**config.mk**
```make
export PLATFORM = sky130hd
export DESIGN_NAME = mdropRxGate
export DESIGN_NICKNAME = d
export VERILOG_FILES = /design/src/rtl/mdropRxGate_pkg.sv /design/src/rtl/mdropRxGateDp.sv /design/src/rtl/mdropRxGateCtrl.sv /design/src/rtl/mdropRxGate.sv
export SDC_FILE = /design/constraint.sdc
export NUM_CORES = 1
export LEC_CHECK = 0
export BUFFER_PORTS_ARGS = -buffer_cell sky130_fd_sc_hd__buf_2
export CAP_MARGIN = 0
export CORE_MARGIN = 8
export CORE_UTILIZATION = 54
export DETAILED_ROUTE_END_ITERATION = 6
export PLACE_DENSITY = 0.81
export SYNTH_ARGS = -nofsm -noshare
export SYNTH_HDL_FRONTEND = slang
export SYNTH_SLANG_ARGS = --single-unit
```
**constraint.sdc**
```tcl
create_clock -name clk -period 2.8 [get_ports clk]
set_clock_uncertainty 0.15 [all_clocks]
set_input_delay 0.56 -clock clk [delete_from_list [all_inputs] [get_ports clk]]
set_output_delay 0.56 -clock clk [all_outputs]
set_load 0.03 [all_outputs]
```
**src/rtl/mdropRxGate_pkg.sv**
```systemverilog
package mdropRxGate_pkg;

  typedef enum logic [1:0] {
    MODE_NORMAL = 2'd0,
    MODE_SEMI   = 2'd1,
    MODE_FULL   = 2'd2,
    MODE_PLAIN  = 2'd3
  } rxMode_e;

  localparam int CMD_W          = 8;
  localparam int CMD_ENABLE_BIT = 7;
  localparam int CMD_FLUSHM_BIT = 5;
  localparam int CMD_FLUSHF_BIT = 4;
  localparam int CMD_LOCK_BIT   = 3;

  typedef struct packed {
    logic push;
    logic pop;
    logic flush;
  } fifoStrobe_t;

endpackage

```
**src/rtl/mdropRxGateDp.sv**
```systemverilog
module mdropRxGateDp
  import mdropRxGate_pkg::*;
#(
  parameter int DEPTH  = 4,
  parameter int DATA_W = 8,
  localparam int ENT_W = DATA_W + 1,
  localparam int PTR_W = (DEPTH > 1) ? $clog2(DEPTH) : 1,
  localparam int CNT_W = $clog2(DEPTH + 1)
) (
  input  logic             clk,
  input  logic             rst_n,
  input  fifoStrobe_t      strb,
  input  logic [ENT_W-1:0] wrEntry,
  output logic [ENT_W-1:0] rdEntry,
  output logic [CNT_W-1:0] count,
  output logic             full,
  output logic             empty
);

  logic [PTR_W-1:0] wrPtr;
  logic [PTR_W-1:0] rdPtr;
  logic [ENT_W-1:0] slotView [DEPTH];

  function automatic logic [PTR_W-1:0] bumpPtr(input logic [PTR_W-1:0] p);
    return (p == PTR_W'(DEPTH - 1)) ? '0 : p + 1'b1;
  endfunction

  for (genvar i = 0; i < DEPTH; i++) begin : g_slot
    logic [ENT_W-1:0] slot;
    always_ff @(posedge clk or negedge rst_n) begin
      if (!rst_n) begin
        slot <= '0;
      end else if (strb.push && !strb.flush && wrPtr == PTR_W'(i)) begin
        slot <= wrEntry;
      end
    end
    assign slotView[i] = slot;
  end

  always_ff @(posedge clk or negedge rst_n) begin
    if (!rst_n) begin
      wrPtr <= '0;
      rdPtr <= '0;
      count <= '0;
    end else if (strb.flush) begin
      wrPtr <= '0;
      rdPtr <= '0;
      count <= '0;
    end else begin
      if (strb.push) wrPtr <= bumpPtr(wrPtr);
      if (strb.pop)  rdPtr <= bumpPtr(rdPtr);
      case ({strb.push, strb.pop})
        2'b10:   count <= count + 1'b1;
        2'b01:   count <= count - 1'b1;
        default: count <= count;
      endcase
    end
  end

  assign rdEntry = slotView[rdPtr];
  assign full    = (count == CNT_W'(DEPTH));
  assign empty   = (count == '0);

  p_no_overflow_r11: assert property (@(posedge clk) disable iff (!rst_n)
    count <= CNT_W'(DEPTH));

  p_flush_empties_r9: assert property (@(posedge clk) disable iff (!rst_n)
    strb.flush |=> (count == '0));

  p_push_grows_r9: assert property (@(posedge clk) disable iff (!rst_n)
    (strb.push && !strb.pop && !strb.flush) |=> (count == CNT_W'($past(count) + 1'b1)));

endmodule

```
**src/rtl/mdropRxGateCtrl.sv**
```systemverilog
module mdropRxGateCtrl
  import mdropRxGate_pkg::*;
#(
  parameter int DATA_W = 8,
  parameter int CNT_W  = 3
) (
  input  logic              clk,
  input  logic              rst_n,
  input  logic [1:0]        modeSel,
  input  logic [DATA_W-1:0] addrCmp0,
  input  logic [DATA_W-1:0] addrCmp1,
  input  logic              rxValid,
  input  logic [DATA_W-1:0] rxChar,
  input  logic              rxIsAddr,
  input  logic              cmdWrite,
  input  logic [CMD_W-1:0]  cmdData,
  input  logic              intEnable,
  input  logic              autoAck,
  input  logic              csN,
  input  logic              rdN,
  input  logic [CNT_W-1:0]  fifoCount,
  input  logic              fifoFull,
  input  logic              fifoEmpty,
  output fifoStrobe_t       strb,
  output logic              rxEnabled,
  output logic              fifoLocked,
  output logic              gateOpen,
  output logic              rxIrq
);

  rxMode_e mode;
  logic    cmdEnable, flushMach, flushFifo, lockReq;
  logic    autoMode, addrHit, addrOpens, charArrives, passGate;
  logic    rdPrev, csHeld, popEdge, irqPending;

  assign mode = rxMode_e'(modeSel);

  // command decode; a flush in the same write overrides the lock
  assign cmdEnable = cmdWrite && cmdData[CMD_ENABLE_BIT];
  assign flushMach = cmdWrite && cmdData[CMD_FLUSHM_BIT];
  assign flushFifo = cmdWrite && cmdData[CMD_FLUSHF_BIT];
  assign lockReq   = cmdWrite && cmdData[CMD_LOCK_BIT] && !flushMach && !flushFifo;

  // address gate
  assign autoMode    = (mode == MODE_SEMI) || (mode == MODE_FULL);
  assign addrHit     = (rxChar == addrCmp0) || (rxChar == addrCmp1);
  assign addrOpens   = (mode == MODE_SEMI) || ((mode == MODE_FULL) && addrHit);
  assign charArrives = rxValid && rxEnabled;

  always_comb begin
    if (!autoMode)     passGate = 1'b1;
    else if (rxIsAddr) passGate = addrOpens;
    else               passGate = gateOpen;
  end

  // bus strobe: pop on trailing edge of rdN with csN held throughout
  assign popEdge = rdN && !rdPrev && csHeld && !csN;

  always_comb begin
    strb.flush = flushFifo;
    strb.push  = charArrives && passGate && !fifoLocked && !fifoFull && !flushFifo;
    strb.pop   = popEdge && !fifoEmpty && !flushFifo;
  end

  always_ff @(posedge clk or negedge rst_n) begin
    if (!rst_n) begin
      rdPrev <= 1'b1;
      csHeld <= 1'b0;
    end else begin
      rdPrev <= rdN;
      if (!rdN) csHeld <= rdPrev ? !csN : (csHeld && !csN);
    end
  end

  always_ff @(posedge clk or negedge rst_n) begin
    if (!rst_n) begin
      rxEnabled  <= 1'b0;
      fifoLocked <= 1'b0;
      gateOpen   <= 1'b0;
    end else begin
      if (cmdEnable) rxEnabled <= 1'b1;
      if (flushMach)    fifoLocked <= 1'b0;
      else if (lockReq) fifoLocked <= 1'b1;
      if (flushMach) gateOpen <= 1'b0;
      else if (charArrives && autoMode && rxIsAddr) gateOpen <= addrOpens;
    end
  end

  always_ff @(posedge clk or negedge rst_n) begin
    if (!rst_n) begin
      irqPending <= 1'b0;
    end else if (flushFifo) begin
      irqPending <= 1'b0;
    end else if (strb.push) begin
      irqPending <= 1'b1;
    end else if (strb.pop && (autoAck || fifoCount == CNT_W'(1))) begin
      irqPending <= 1'b0;
    end
  end

  assign rxIrq = irqPending && intEnable;

  p_irq_has_data_r12: assert property (@(posedge clk) disable iff (!rst_n)
    rxIrq |-> (fifoCount != '0));

  p_unlock_on_flushm_r7: assert property (@(posedge clk) disable iff (!rst_n)
    flushMach |=> (!fifoLocked && !gateOpen));

  p_lock_loses_r8: assert property (@(posedge clk) disable iff (!rst_n)
    (cmdWrite && cmdData[CMD_LOCK_BIT] && cmdData[CMD_FLUSHM_BIT]) |=> !fifoLocked);

  p_miss_closes_r4: assert property (@(posedge clk) disable iff (!rst_n)
    (rxValid && rxEnabled && rxIsAddr && modeSel == 2'd2 && !cmdWrite &&
     rxChar != addrCmp0 && rxChar != addrCmp1) |=> !gateOpen);

  p_pop_needs_cs_r10: assert property (@(posedge clk) disable iff (!rst_n)
    strb.pop |-> (!csN && rdN && !$past(rdN)));

  p_locked_no_push_r6: assert property (@(posedge clk) disable iff (!rst_n)
    fifoLocked |-> !strb.push);

endmodule

```
**src/rtl/mdropRxGate.sv**
```systemverilog
module mdropRxGate
  import mdropRxGate_pkg::*;
#(
  parameter int DEPTH  = 4,
  parameter int DATA_W = 8,
  localparam int CNT_W = $clog2(DEPTH + 1)
) (
  input  logic              clk,
  input  logic              rst_n,
  input  logic [1:0]        modeSel,
  input  logic [DATA_W-1:0] addrCmp0,
  input  logic [DATA_W-1:0] addrCmp1,
  input  logic              rxValid,
  input  logic [DATA_W-1:0] rxChar,
  input  logic              rxIsAddr,
  input  logic              cmdWrite,
  input  logic [7:0]        cmdData,
  input  logic              intEnable,
  input  logic              autoAck,
  input  logic              csN,
  input  logic              rdN,
  output logic [DATA_W:0]   rdData,
  output logic [CNT_W-1:0]  fifoCount,
  output logic              rxIrq,
  output logic              rxEnabled,
  output logic              fifoLocked,
  output logic              gateOpen
);

  fifoStrobe_t strb;
  logic        fifoFull, fifoEmpty;

  mdropRxGateCtrl #(.DATA_W(DATA_W), .CNT_W(CNT_W)) u_ctrl (
    .clk(clk), .rst_n(rst_n), .modeSel(modeSel),
    .addrCmp0(addrCmp0), .addrCmp1(addrCmp1),
    .rxValid(rxValid), .rxChar(rxChar), .rxIsAddr(rxIsAddr),
    .cmdWrite(cmdWrite), .cmdData(cmdData),
    .intEnable(intEnable), .autoAck(autoAck), .csN(csN), .rdN(rdN),
    .fifoCount(fifoCount), .fifoFull(fifoFull), .fifoEmpty(fifoEmpty),
    .strb(strb), .rxEnabled(rxEnabled), .fifoLocked(fifoLocked),
    .gateOpen(gateOpen), .rxIrq(rxIrq)
  );

  mdropRxGateDp #(.DEPTH(DEPTH), .DATA_W(DATA_W)) u_dp (
    .clk(clk), .rst_n(rst_n), .strb(strb),
    .wrEntry({rxIsAddr, rxChar}), .rdEntry(rdData),
    .count(fifoCount), .full(fifoFull), .empty(fifoEmpty)
  );

endmodule

```
; After elaboration in Yosys (flattened, before gate mapping)
; Cells that the tools add are included.
[op_classes]
n_addsub = 4
multipliers = 0
div = 0
n_lt_le_gt_ge = 1
eq_ne = 12
shifts = 0
n_mux = 21
bitwise_logic = 1
reduce_logical = 46
[op_table]
columns = cell, count
row1 = 1-bit logical AND, 27
row2 = 9-bit binary-select mux with 2-bit select, 1
row3 = 9-bit 2-to-1 mux, 2
row4 = 8-bit == test, 2
row5 = 2-bit 2-to-1 mux, 6
row6 = "2-bit == test, second input constant", 5
row7 = 1-bit 2-to-1 mux, 10
row8 = 2-bit nonzero test, 4
row9 = 1-bit zero test, 7
row10 = "2-bit by 1-bit == test with 1-bit output, second input constant", 3
row11 = 3-bit one-hot mux with 2 select lines, 1
row12 = 3-bit nonzero test, 2
row13 = "2-bit by 1-bit adder with 2-bit output, second input constant", 2
row14 = 1-bit logical OR, 4
row15 = "3-bit by 1-bit adder with 3-bit output, second input constant", 1
row16 = "3-bit by 1-bit == test with 1-bit output, second input constant", 1
row17 = "3-bit == test, second input constant", 1
row18 = "3-bit >= comparator, second input constant", 1
row19 = 3-bit zero test, 1
row20 = 3-bit 2-to-1 mux, 1
row21 = 2-bit inverter with 3-bit output, 1
row22 = "3-bit by 1-bit subtractor with 3-bit output, second input constant", 1
row23 = 2-bit zero test, 1
[totals]
ff_bits = 49
latchBits = 0
mem_bits_rw = 0
romBits = 0
output_inout_bits = 16
word_cells = 98
mem_count = 0

; Logic depth before layout (Yosys ltp)
; Gate-level depths: netlist (run 1).
[logic_depth]
ltp_word = 13
mapped_depth = 9
ltp_nobuf = 8

; Cells and area by module
; From an unflattened synthesis (run 1), not the netlist that was laid out.
[unflattened]
hier_cells = 189
area_unflattened_um2 = 2737.6
[by_module_without_submodules]
columns = module, n_inst, cells_each, area_each_um2, seq_area_each_um2
row1 = mdropRxGateDp, 1, 127, 2188.3, 1076.0
row2 = mdropRxGateCtrl, 1, 62, 549.3, 151.4

; Worst setup path after synthesis (run 1)
; OpenSTA, ideal clock, no wires.
[synth_path]
path_type = input-to-reg
startpoint = input port modeSel[0]
endpoint = register u_dp.count[2]
t_arrival_ps = 1989
t_required_ps = 2525
path_slack_ps = 536
stages = 9
path_buffers = 1
cell_sequence = inv_1 ha_1 nand2b_1 nor2_1 o221ai_2 and2_4 buf_12 mux2i_1 mux2_2
[synth_between]
elab_chain_cells = 12
[synth_lines]
columns = item, line
row1 = from (decl), mdropRxGate.sv:10  ; input logic [1:0] modeSel,
row2 = 2-bit == test, "mdropRxGateCtrl.sv:45, mdropRxGateCtrl.sv:47"
row3 = 1-bit logical AND, mdropRxGateCtrl.sv:47  ; assign addrOpens = (mode == MODE_SEMI) || ((mode == MODE_FULL) && addrHit);
row4 = 1-bit logical OR, mdropRxGateCtrl.sv:47
row5 = 1-bit 2-to-1 mux, mdropRxGateCtrl.sv:52  ; else if (rxIsAddr) passGate = addrOpens;
row6 = 1-bit 2-to-1 mux *, mdropRxGateCtrl.sv:51  ; if (!autoMode) passGate = 1'b1;
row7 = 1-bit logical AND * (4 in series), mdropRxGateCtrl.sv:61  ; strb.push = charArrives && passGate && !fifoLocked && !fifoFull && !flushFifo;
row8 = 2-bit by 1-bit == test with 1-bit output or 2-bit == test (tied branches), mdropRxGateDp.sv:52  ; case ({strb.push, strb.pop})
row9 = 3-bit one-hot mux with 2 select lines, mdropRxGateDp.sv:52
row10 = 3-bit 2-to-1 mux, mdropRxGateDp.sv:45  ; end else if (strb.flush) begin
row11 = to (signal assigned), mdropRxGateDp.sv:53  ; 2'b10: count <= count + 1'b1;
row12 = to (signal assigned), mdropRxGateDp.sv:54  ; 2'b01: count <= count - 1'b1;
row13 = to (signal assigned), mdropRxGateDp.sv:55  ; default: count <= count;
row14 = to (decl), mdropRxGateDp.sv:15  ; output logic [CNT_W-1:0] count,
; Mark *: on every way between the ends. The rest lies on a longest branch, timed or not.
; A chain may end at the register's enable or synchronous reset.

; Worst setup path in the final report (run 1)
[layout_path]
startpoint = register u_dp.rdPtr[1]
endpoint = output port rdData[8]
[layout_between]
elab_chain_cells = 4
[layout_lines]
columns = item, line
row1 = from (decl), mdropRxGateDp.sv:21  ; logic [PTR_W-1:0] rdPtr;
row2 = from (signal assigned), mdropRxGateDp.sv:51  ; if (strb.pop) rdPtr <= bumpPtr(rdPtr);
row3 = 2-bit inverter with 3-bit output (implied by the code), mdropRxGateDp.sv:60  ; assign rdEntry = slotView[rdPtr];
row4 = 9-bit binary-select mux with 2-bit select, mdropRxGateDp.sv:60
row5 = 9-bit 2-to-1 mux (implied by the code) (2 in series), mdropRxGateDp.sv:60
row6 = to (decl), mdropRxGate.sv:22  ; output logic [DATA_W:0] rdData,
; Every way passes these cells. The select of a mux whose other input is x is not followed.

==> results.sh, run 1 <==
export IMPL_initial_core_util_pct=55.7
export IMPL_drv_cap=0
export IMPL_path_max_fanout=11
export IMPL_post_cts_setup_buffer_count=0
export IMPL_synth_nets=252
export IMPL_crit_type="flip-flop to output pin"
export IMPL_holdBufCountCts=0
export IMPL_cts_root_buf="clkbuf_8"
export IMPL_cp_arrival_ns=1.59
export IMPL_synth_area_leaders="dfrtp_1, mux2_2, mux4_2"
export IMPL_worstPathRequired_ns=2.09
export IMPL_drc=0
export IMPL_routedWlPerCell_um=16.3
export IMPL_cts_resized=0
export IMPL_diodes=0
export IMPL_fin_setup_tns_ns=0
export IMPL_io_buffers=54
export IMPL_h_tree_depth=2
export IMPL_start_kind="flip-flop"
export IMPL_period_needed_ns=2.30
export IMPL_yosys_area_top_type_share_pct=45.6
export IMPL_firstDrtPassIters=4
export IMPL_clkTransAtPathRegs_ns=0.09
export IMPL_layout_drive_gt1_share_pct=46.4
export IMPL_slew_viol_final=0
export IMPL_synthArstFlopShare_pct=100
export IMPL_fp_dieArea_sq_um=7370
export IMPL_period_share_pct=82.2
export IMPL_status="completed"
export IMPL_cp_end_kind="output pin"
export IMPL_worstSkewPairLatency_ns=0.31
export IMPL_cts_sinks=49
export IMPL_pwr_density_cell_nw_per_um2=852
export IMPL_min_path_type="primary input to asynchronous set/reset pin"
export IMPL_synth_seq_cells=49
export IMPL_power_leakage_uw=0.00146
export IMPL_post_synth_top_count_cell="dfrtp_1"
export IMPL_vias=1743
export IMPL_yosys_area_top_type="dfrtp_1"
export IMPL_power_uw=2640
export IMPL_ys_flop_type="dfrtp_1"
export IMPL_grt_pass1_vias=1855
export IMPL_setup_violations=0
export IMPL_fmax_mhz=434
export IMPL_cts_buffers=5
export IMPL_antenna_found_initial=0
export IMPL_fillers=351
export IMPL_rsz0062_at_grt="false"
export IMPL_synth_cell_area_sq_um=2630
export IMPL_core_area_sq_um=4720
export IMPL_cts_tree="done"
export IMPL_ir_drop_uv=432
export IMPL_drtIter0Drc=81
export IMPL_ios=59
export IMPL_avgSynthCellArea_sq_um=13.3
export IMPL_gp_congestion=0.730
export IMPL_area_delta_synth_final_pct=17.8
export IMPL_ant_nets=0
export IMPL_synthDistinctLibCells=34
export IMPL_die_y_um=85.8
export IMPL_grt_pass1_wl_um=8970
export IMPL_ys_seq_area_share_pct=46.6
export IMPL_wirelength_um=5360
export IMPL_ys_warnings_count=0
export IMPL_fin_nets=314
export IMPL_r2r_start="u_dp.count[1]$_DFFE_PN0P_"
export IMPL_synthCells=198
export IMPL_vias_per_cell=5.31
export IMPL_ys_top_cells_by_count="dfrtp_1, mux2_2, xnor2_1"
export IMPL_grt_usage_pct=15.9
export IMPL_relSlewSlack_pct=54.6
export IMPL_overflow=0
export IMPL_die_w_um=85.8
export IMPL_critPathLaunch="u_dp.rdPtr[1]$_DFFE_PN0P_"
export IMPL_worst_pin_slew_ns=0.674
export IMPL_rows=25
export IMPL_dpl_hpwl_um=4110
export IMPL_clock_path_buffers=2
export IMPL_synth_edff_count=0
export IMPL_grt_max_degree=27
export IMPL_finalHoldViolations=0
==> routing by layer <==
layer	wire length [um]	track usage, %
met5	0	0
met2	2610	26.2
met4	85	6.21
met1	2420	19.0
met3	240	4.58
==> where the power goes <==
part	leakage, uW	switching [uW]	total, uW	internal, uW
Clock	0.0000512	240	440	200
Combinational	0.000790	528	1070	540
Sequential	0.000622	154	1130	981
==> flip-flops by register name (all words and copies together) (netlist names) <==
name / cells
u_dp.g_slot.slot: 36
u_dp.count: 3
u_dp.rdPtr: 2
u_dp.wrPtr: 2
u_ctrl.csHeld: 1
u_ctrl.fifoLocked: 1
u_ctrl.gateOpen: 1
u_ctrl.irqPending: 1
u_ctrl.rdPrev: 1
u_ctrl.rxEnabled: 1
==> logic make-up (layout without fill, tap and decap cells) <==
group	Yosys count	after routing	share of synthesized area, %
AO/OA/AOI/OAI	23	23	5.66
XOR/XNOR	18	18	5.99
adder cells (fa/ha/maj)	12	12	5.61
buffers and inverters	14	77	2.66
flip-flops	49	49	46.6
multiplexers	47	47	25.2
AND/OR/NAND/NOR	35	35	8.27
==> placed cells by master, fill, tap and decap left out, types with 2 or more instances in the layout <==
master / n
nand3_4: 4
o21ai_0: 2
mux2_4: 9
and2_1: 2
nand4_1: 4
a21oi_1: 11
clkbuf_8: 6
buf_4: 4
nor2_1: 10
mux2_2: 28
a31oi_1: 2
buf_2: 54
mux4_2: 9
inv_1: 10
nand2_1: 10
ha_1: 11
a211oi_1: 2
xnor2_1: 18
dfrtp_1: 48
==> cell type report <==
cell class / instances / area [sq um] / share of cell area, %
clock buffers: 6 / 82.6 / 2.66
well taps: 67 / 83.8 / 2.70
clock inverters: 2 / 13.8 / 0.444
multi-input cells: 135 / 1340 / 43.1
inverters: 10 / 37.5 / 1.21
repair buffers: 59 / 320 / 10.3
flip-flops and latches: 49 / 1230 / 39.6
==> critical path, cell delays in order, from the launching register on <==
cell and delay [ns]:
dfrtp_1 0.69, mux4_2 0.40, buf_2 0.20
==> worst paths after layout <==
path	cells past startpoint	slack, ns	endpoint
min in group clk	1	0.20	u_ctrl.rdPrev$_DFF_PN1_
setup reg to reg	7	0.55	u_dp.count[2]$_DFFE_PN0P_
max in group asynchronous	2	1.79	u_ctrl.rdPrev$_DFF_PN1_
hold / removal	1	0.09	u_dp.g_slot[0].slot[7]$_DFFE_PN0P_
setup / recovery	2	0.50	rdData[8]
hold reg to reg	1	0.34	u_ctrl.rxEnabled$_DFFE_PN0P_
==> metrics by stage <==
stage / instances / setup WS, ns / utilization (%) / hold WS [ns] / instance area, sq um
floorplan: 198 / 0.536 / - / 0.114 / 2630
global placement: 320 / 0.300 / 63.6 / 0.320 / 3000
detailed placement: 320 / 0.274 / 63.6 / 0.320 / 3000
CTS: 328 / 0.499 / 65.6 / 0.109 / 3100
global route: 328 / 0.371 / 65.6 / 0.136 / 3100
finish: 328 / 0.498 / 65.6 / 0.0943 / 3100
(Power assumes the default switching activity.)
==> run 2: changes to the inputs <==
clock period = 2.15 ns   (was 2.8 ns; I/O delays follow)
==> run 2 against run 1 <==
Clock-buffer cell count is the same. Core utilization grew 5.3 points. Global-route usage grew 0.92 points. Die area is the same. Flip-flop and latch count is the same. Design area grew 8.0%. Sequential share of layout area shrank 2.9 points. Combinational power grew 55%. The run now ends with setup timing left. Sequential power grew 31%. Highest routed layer unchanged.
==> results.sh, run 2 (synthesis results as in run 1) <==
export IMPL_status="finished, violations left"
export IMPL_failed_checks="setup timing"
export IMPL_r2r_end="u_dp.g_slot[1].slot[6]$_DFFE_PN0P_"
export IMPL_final_common_cell="dfrtp_1"
export IMPL_diodes=0
export IMPL_drtIter0Drc=81
export IMPL_drc=0
export IMPL_die_y_um=85.8
export IMPL_setup_violations=3
export IMPL_ir_drop_uv=791
export IMPL_rows=25
export IMPL_hold_depth=1
export IMPL_cp_end_kind="output pin"
export IMPL_overflow=0
export IMPL_slew_viol_final=0
export IMPL_whs_ns=0.0862
export IMPL_dpl_cell_area_sq_um=3140
export IMPL_fp_dieArea_sq_um=7370
export IMPL_worst_pin_slew_ns=0.485
export IMPL_grt_pass1_wl_um=9560
export IMPL_largest_register="u_dp.g_slot.slot"
export IMPL_dpl_hpwl_um=4390
export IMPL_crit_type="flip-flop to output pin"
export IMPL_ios=59
export IMPL_vias=1861
export IMPL_period_needed_ns=2.16
export IMPL_antenna_found_initial=0
export IMPL_cts_tree="done"
export IMPL_reg2reg_setup_slack_ns=0.10
export IMPL_rsz0062_at_grt="true"
export IMPL_postLayoutCellArea_sq_um=3350
export IMPL_relSlewSlack_pct=67.6
export IMPL_cp_cell_sequence="buf_6, mux4_2, buf_6"
export IMPL_cts_sinks=49
export IMPL_clkTransAtPathRegs_ns=0.09
export IMPL_wirelength_um=5980
export IMPL_io_buffers=54
export IMPL_h_tree_depth=2
export IMPL_mostFrequentLayoutCells="dfrtp_1, buf_2, mux2_2"
export IMPL_switching_share_pct=33.4
export IMPL_finalHoldViolations=0
export IMPL_worst_r2r_path_depth=7
export IMPL_period_share_pct=100
export IMPL_seqPwrFrac_pct=38.9
export IMPL_hp_start="rdN"
export IMPL_critPathTopFamily="multiplexers"
export IMPL_clkPwrFrac_pct=17.4
export IMPL_switchingPower_uw=1270
export IMPL_r2r_start="u_dp.count[1]$_DFFE_PN0P_"
export IMPL_fmax_mhz=464
export IMPL_routedWlPerCell_um=17.1
export IMPL_max_stage_delay_ns=0.53
export IMPL_cts_root_buf="clkbuf_8"
export IMPL_power_uw=3790
export IMPL_slowest_stage="mux4_2"
export IMPL_largest_reg_flops=36
export IMPL_fillers=326
export IMPL_hold_path_end="u_ctrl.rdPrev$_DFF_PN1_"
export IMPL_worstSkewPairLatency_ns=0.30
export IMPL_reg_top3="u_dp.g_slot.slot (36), u_dp.count (3)"
export IMPL_cp_arrival_ns=1.58
export IMPL_firstDrtPassIters=4
export IMPL_fin_ws_ns=-0.00544
export IMPL_grt_max_degree=31
export IMPL_clock_path_buffers=2
export IMPL_die_w_um=85.8
export IMPL_initial_core_util_pct=55.7
export IMPL_p_comb_share_pct=43.7
export IMPL_ant_nets=0
export IMPL_cts_buffers=5
export IMPL_p_int_uw=2520
export IMPL_core_area_sq_um=4720
export IMPL_pwr_density_cell_nw_per_um2=1130
export IMPL_worstPathRequired_ns=1.57
export IMPL_power_leakage_uw=0.00159
export IMPL_layout_drive_gt1_share_pct=51.1
export IMPL_grt_pass1_vias=2009
export IMPL_crit_buf_inv=2
export IMPL_area_delta_synth_final_pct=27.2
export IMPL_path_max_fanout=6
export IMPL_fin_nets=335
export IMPL_drv_cap=0
export IMPL_min_path_type="primary input to flip-flop"
export IMPL_path_common_cell="buf_6"
export IMPL_start_kind="flip-flop"
export IMPL_grt_usage_pct=16.8
export IMPL_gp_congestion=0.826
export IMPL_vias_per_cell=5.33
run 2: power by group through the flow:
stage	registers [uW]	clock network, uW	logic, uW
6_report	1480	658	1660
5_1_grt	1520	708	1770
4_1_cts	1470	668	1520
3_5_place_dp	1490	0	1480
3_3_place_gp	1460	0	1440
2_1_floorplan	1490	0	1050
run 2: layout make-up:
type,instances,area (sq um),share of cell area [%]
repair buffers,80,544,16.2
inverters,10,37.5,1.12
clock buffers,6,72.6,2.17
multi-input cells,135,1340,40.1
flip-flops and latches,49,1230,36.7
clock inverters,2,38.8,1.16
well taps,67,83.8,2.50
run 2: worst max-delay path by stage:
stage	start	to	cells after the start
floorplan	u_dp.count[1]$_DFFE_PN0P_	u_dp.count[2]$_DFFE_PN0P_	8
global placement	modeSel[0]	u_dp.g_slot[0].slot[5]$_DFFE_PN0P_	9
detailed placement	modeSel[0]	u_dp.g_slot[1].slot[6]$_DFFE_PN0P_	9
CTS	u_dp.rdPtr[0]$_DFFE_PN0P_	rdData[6]	3
global route	u_dp.rdPtr[0]$_DFFE_PN0P_	rdData[1]	3
finish	u_dp.rdPtr[0]$_DFFE_PN0P_	rdData[6]	3
run 2: metal layers:
| metal | vias to the layer above | wire [um] | track usage, % |
|---|---|---|---|
| met5 | - | 0 | 0 |
| met4 | 0 | 105 | 7.17 |
| met3 | 8 | 195 | 4.30 |
| met2 | 37 | 3300 | 29.8 |
| met1 | 937 | 2380 | 18.5 |
| li1 | 879 | - | - |
run 2: metrics by stage:
stage | utilization (%) | worst slack [ns] | instances | TNS [ns]
after floorplan | - | 0.0136 | 198 | 0
after global placement | 66.5 | -0.236 | 338 | -8.77
after detailed placement | 66.5 | -0.264 | 338 | -9.56
after CTS | 69.5 | -0.0170 | 347 | -0.0387
after global routing | 70.9 | -0.0495 | 349 | -0.366
final | 70.9 | -0.00544 | 349 | -0.00984
run 2: repair_timing:
item | 4_1_cts | 5_1_grt
gates resized for setup | 6 | 23
gates cloned | 0 | 0
setup endpoints to repair | 5 | 12
hold buffers | 1 | 0
hold endpoints to repair | 18 | 0
setup buffers | 0 | 2
==> run 3: changes to the inputs <==
CORE_UTILIZATION = 45   (was 54)
MAX_ROUTING_LAYER = met4   (was default)
PLACE_DENSITY = default   (was 0.81)
PLACE_DENSITY_LB_ADDON = 0.05   (was default)
==> run 3 against run 2 <==
The flow now finishes without violations. Critical path depth did not move. Largest power group unchanged. Routed wire length decreased by 3.9%. Non-clock buffer count increased by 2. Maximum frequency up 2.2%. Design area decreased by 1.4%. First-iteration DRC count is 68% lower. Die area grew 16%.
==> results.sh, run 3 (synthesis results as in run 1) <==
export IMPL_status="completed"
export IMPL_setup_violations=0
export IMPL_power_leakage_uw=0.00157
export IMPL_path_max_fanout=6
export IMPL_wirelength_um=5750
export IMPL_vias_per_cell=5.03
export IMPL_gp_congestion=0.801
export IMPL_cp_arrival_ns=1.53
export IMPL_worstPathRequired_ns=1.57
export IMPL_reg_top3="u_dp.g_slot.slot (36), u_dp.count (3)"
export IMPL_p_int_uw=2310
export IMPL_cts_root_buf="clkbuf_8"
export IMPL_initial_core_util_pct=45.5
export IMPL_period_share_pct=98.1
export IMPL_final_core_util_pct=57.1
export IMPL_rsz0062_at_grt="true"
export IMPL_routedWlPerCell_um=16.0
export IMPL_final_common_cell="buf_2"
export IMPL_fin_ws_ns=0.0406
export IMPL_critPathLaunch="u_dp.rdPtr[0]$_DFFE_PN0P_"
export IMPL_vias=1806
export IMPL_wl_met1_um=2640
export IMPL_power_uw=3520
export IMPL_pre_cts_ws_ns=-0.233
export IMPL_drc=0
export IMPL_grt_pass1_wl_um=9430
export IMPL_fp_dieArea_sq_um=8550
export IMPL_overflow=0
export IMPL_dp_cells=350
export IMPL_start_kind="flip-flop"
export IMPL_min_path_type="primary input to flip-flop"
export IMPL_crit_type="flip-flop to output pin"
export IMPL_whs_ns=0.0837
export IMPL_period_needed_ns=2.11
export IMPL_ant_nets=0
export IMPL_drtIter0Drc=26
export IMPL_core_area_sq_um=5780
export IMPL_largest_register="u_dp.g_slot.slot"
export IMPL_highest_layer="met4"
export IMPL_relSlewSlack_pct=69.3
export IMPL_cp_end_kind="output pin"
export IMPL_fmax_mhz=474
export IMPL_dpl_hpwl_um=4370
export IMPL_diodes=0
export IMPL_hp_start="rdN"
export IMPL_h_tree_depth=2
export IMPL_clkPwrFrac_pct=15.0
export IMPL_finalHoldViolations=0
export IMPL_cts_buffers=5
export IMPL_worst_pin_slew_ns=0.461
export IMPL_routed_wl_met3_um=269
export IMPL_worstSkewPairLatency_ns=0.30
export IMPL_pwr_density_cell_nw_per_um2=1060
export IMPL_antenna_found_initial=0
export IMPL_die_y_um=92.5
export IMPL_p_comb_share_pct=43.5
export IMPL_mostFrequentLayoutCells="buf_2, dfrtp_1, mux2_2"
export IMPL_slew_viol_final=0
export IMPL_switching_share_pct=34.2
export IMPL_cts_sinks=49
export IMPL_wl_met2_um=2730
export IMPL_io_buffers=54
export IMPL_largest_reg_flops=36
export IMPL_final_cells=359
export IMPL_fin_nets=337
export IMPL_ios=59
export IMPL_switchingPower_uw=1200
export IMPL_grt_max_degree=33
export IMPL_rows=28
export IMPL_cts_tree="done"
export IMPL_layout_drive_gt1_share_pct=50.7
export IMPL_area_delta_synth_final_pct=25.5
export IMPL_firstDrtPassIters=7
export IMPL_grt_usage_pct=14.6
export IMPL_seqPwrFrac_pct=41.5
export IMPL_clock_path_buffers=2
export IMPL_ir_drop_uv=583
export IMPL_die_w_um=92.5
export IMPL_clkTransAtPathRegs_ns=0.09
export IMPL_r2r_start="u_dp.count[0]$_DFFE_PN0P_"
export IMPL_drv_cap=0
export IMPL_grt_pass1_vias=1937
## run 3: cell types whose count changed in the layout (fill, tap and decap cells not counted), sizes merged
cell and delta:
buf +2, bufinv -1, clkinv +1
## run 3: path summary, 6_finish.rpt
check	to	slack (ns)	depth (start not counted)
setup / recovery	rdData[3]	0.04	3
hold / removal	u_ctrl.rdPrev$_DFF_PN1_	0.08	1
setup reg to reg	u_dp.g_slot[1].slot[4]$_DFFE_PN0P_	0.12	7
hold reg to reg	u_ctrl.rxEnabled$_DFFE_PN0P_	0.34	1
max in group asynchronous	u_dp.g_slot[1].slot[2]$_DFFE_PN0P_	0.85	3
min in group asynchronous	u_dp.g_slot[3].slot[1]$_DFFE_PN0P_	0.47	2
## run 3: through the flow
step,setup TNS (ns),cell area (sq um)
floorplan,0,2640
global placement,-8.04,3180
detailed placement,-8.28,3180
CTS,0,3270
global route,-0.112,3300
finish,0,3300
## run 3: area by class of cell
| class | count | area, sq um |
|---|---|---|
| tap | 75 | 93.8 |
| multi-input combinational | 135 | 1340 |
| sequential | 49 | 1230 |
| inverter | 10 | 37.5 |
| clock inverter | 2 | 10.0 |
| fill | 515 | 2480 |
| clock buffer | 6 | 72.6 |
| timing repair buffer | 82 | 524 |
## run 3: timing repair
| action | CTS | global route |
|---|---|---|
| gates resized for setup | 0 | 14 |
| setup endpoints to repair | 0 | 7 |
| hold buffers | 1 | 0 |
| hold endpoints to repair | 16 | 0 |
| buffers inserted | 0 | 0 |
## run 3: layer usage
layer  up-vias  GRT usage [%]
met5         -              -
met1       874           18.0
met2        50           22.6
met4         0           6.04
li1        875              -
met3         7           3.40
## run 3: power by group through the flow
stage               registers [uW]  clock network [uW]  logic, uW
finish                        1460                 529       1530
global route                  1510                 585       1650
CTS                           1460                 550       1490
detailed placement            1470                   0       1490
global placement              1470                   0       1460
floorplan                     1490                   0       1050
## run 3: critical path, cell delays in order, from the launching register on
cell,delay (ns)
dfrtp_1,0.37
buf_4,0.17
mux4_2,0.50
buf_2,0.19
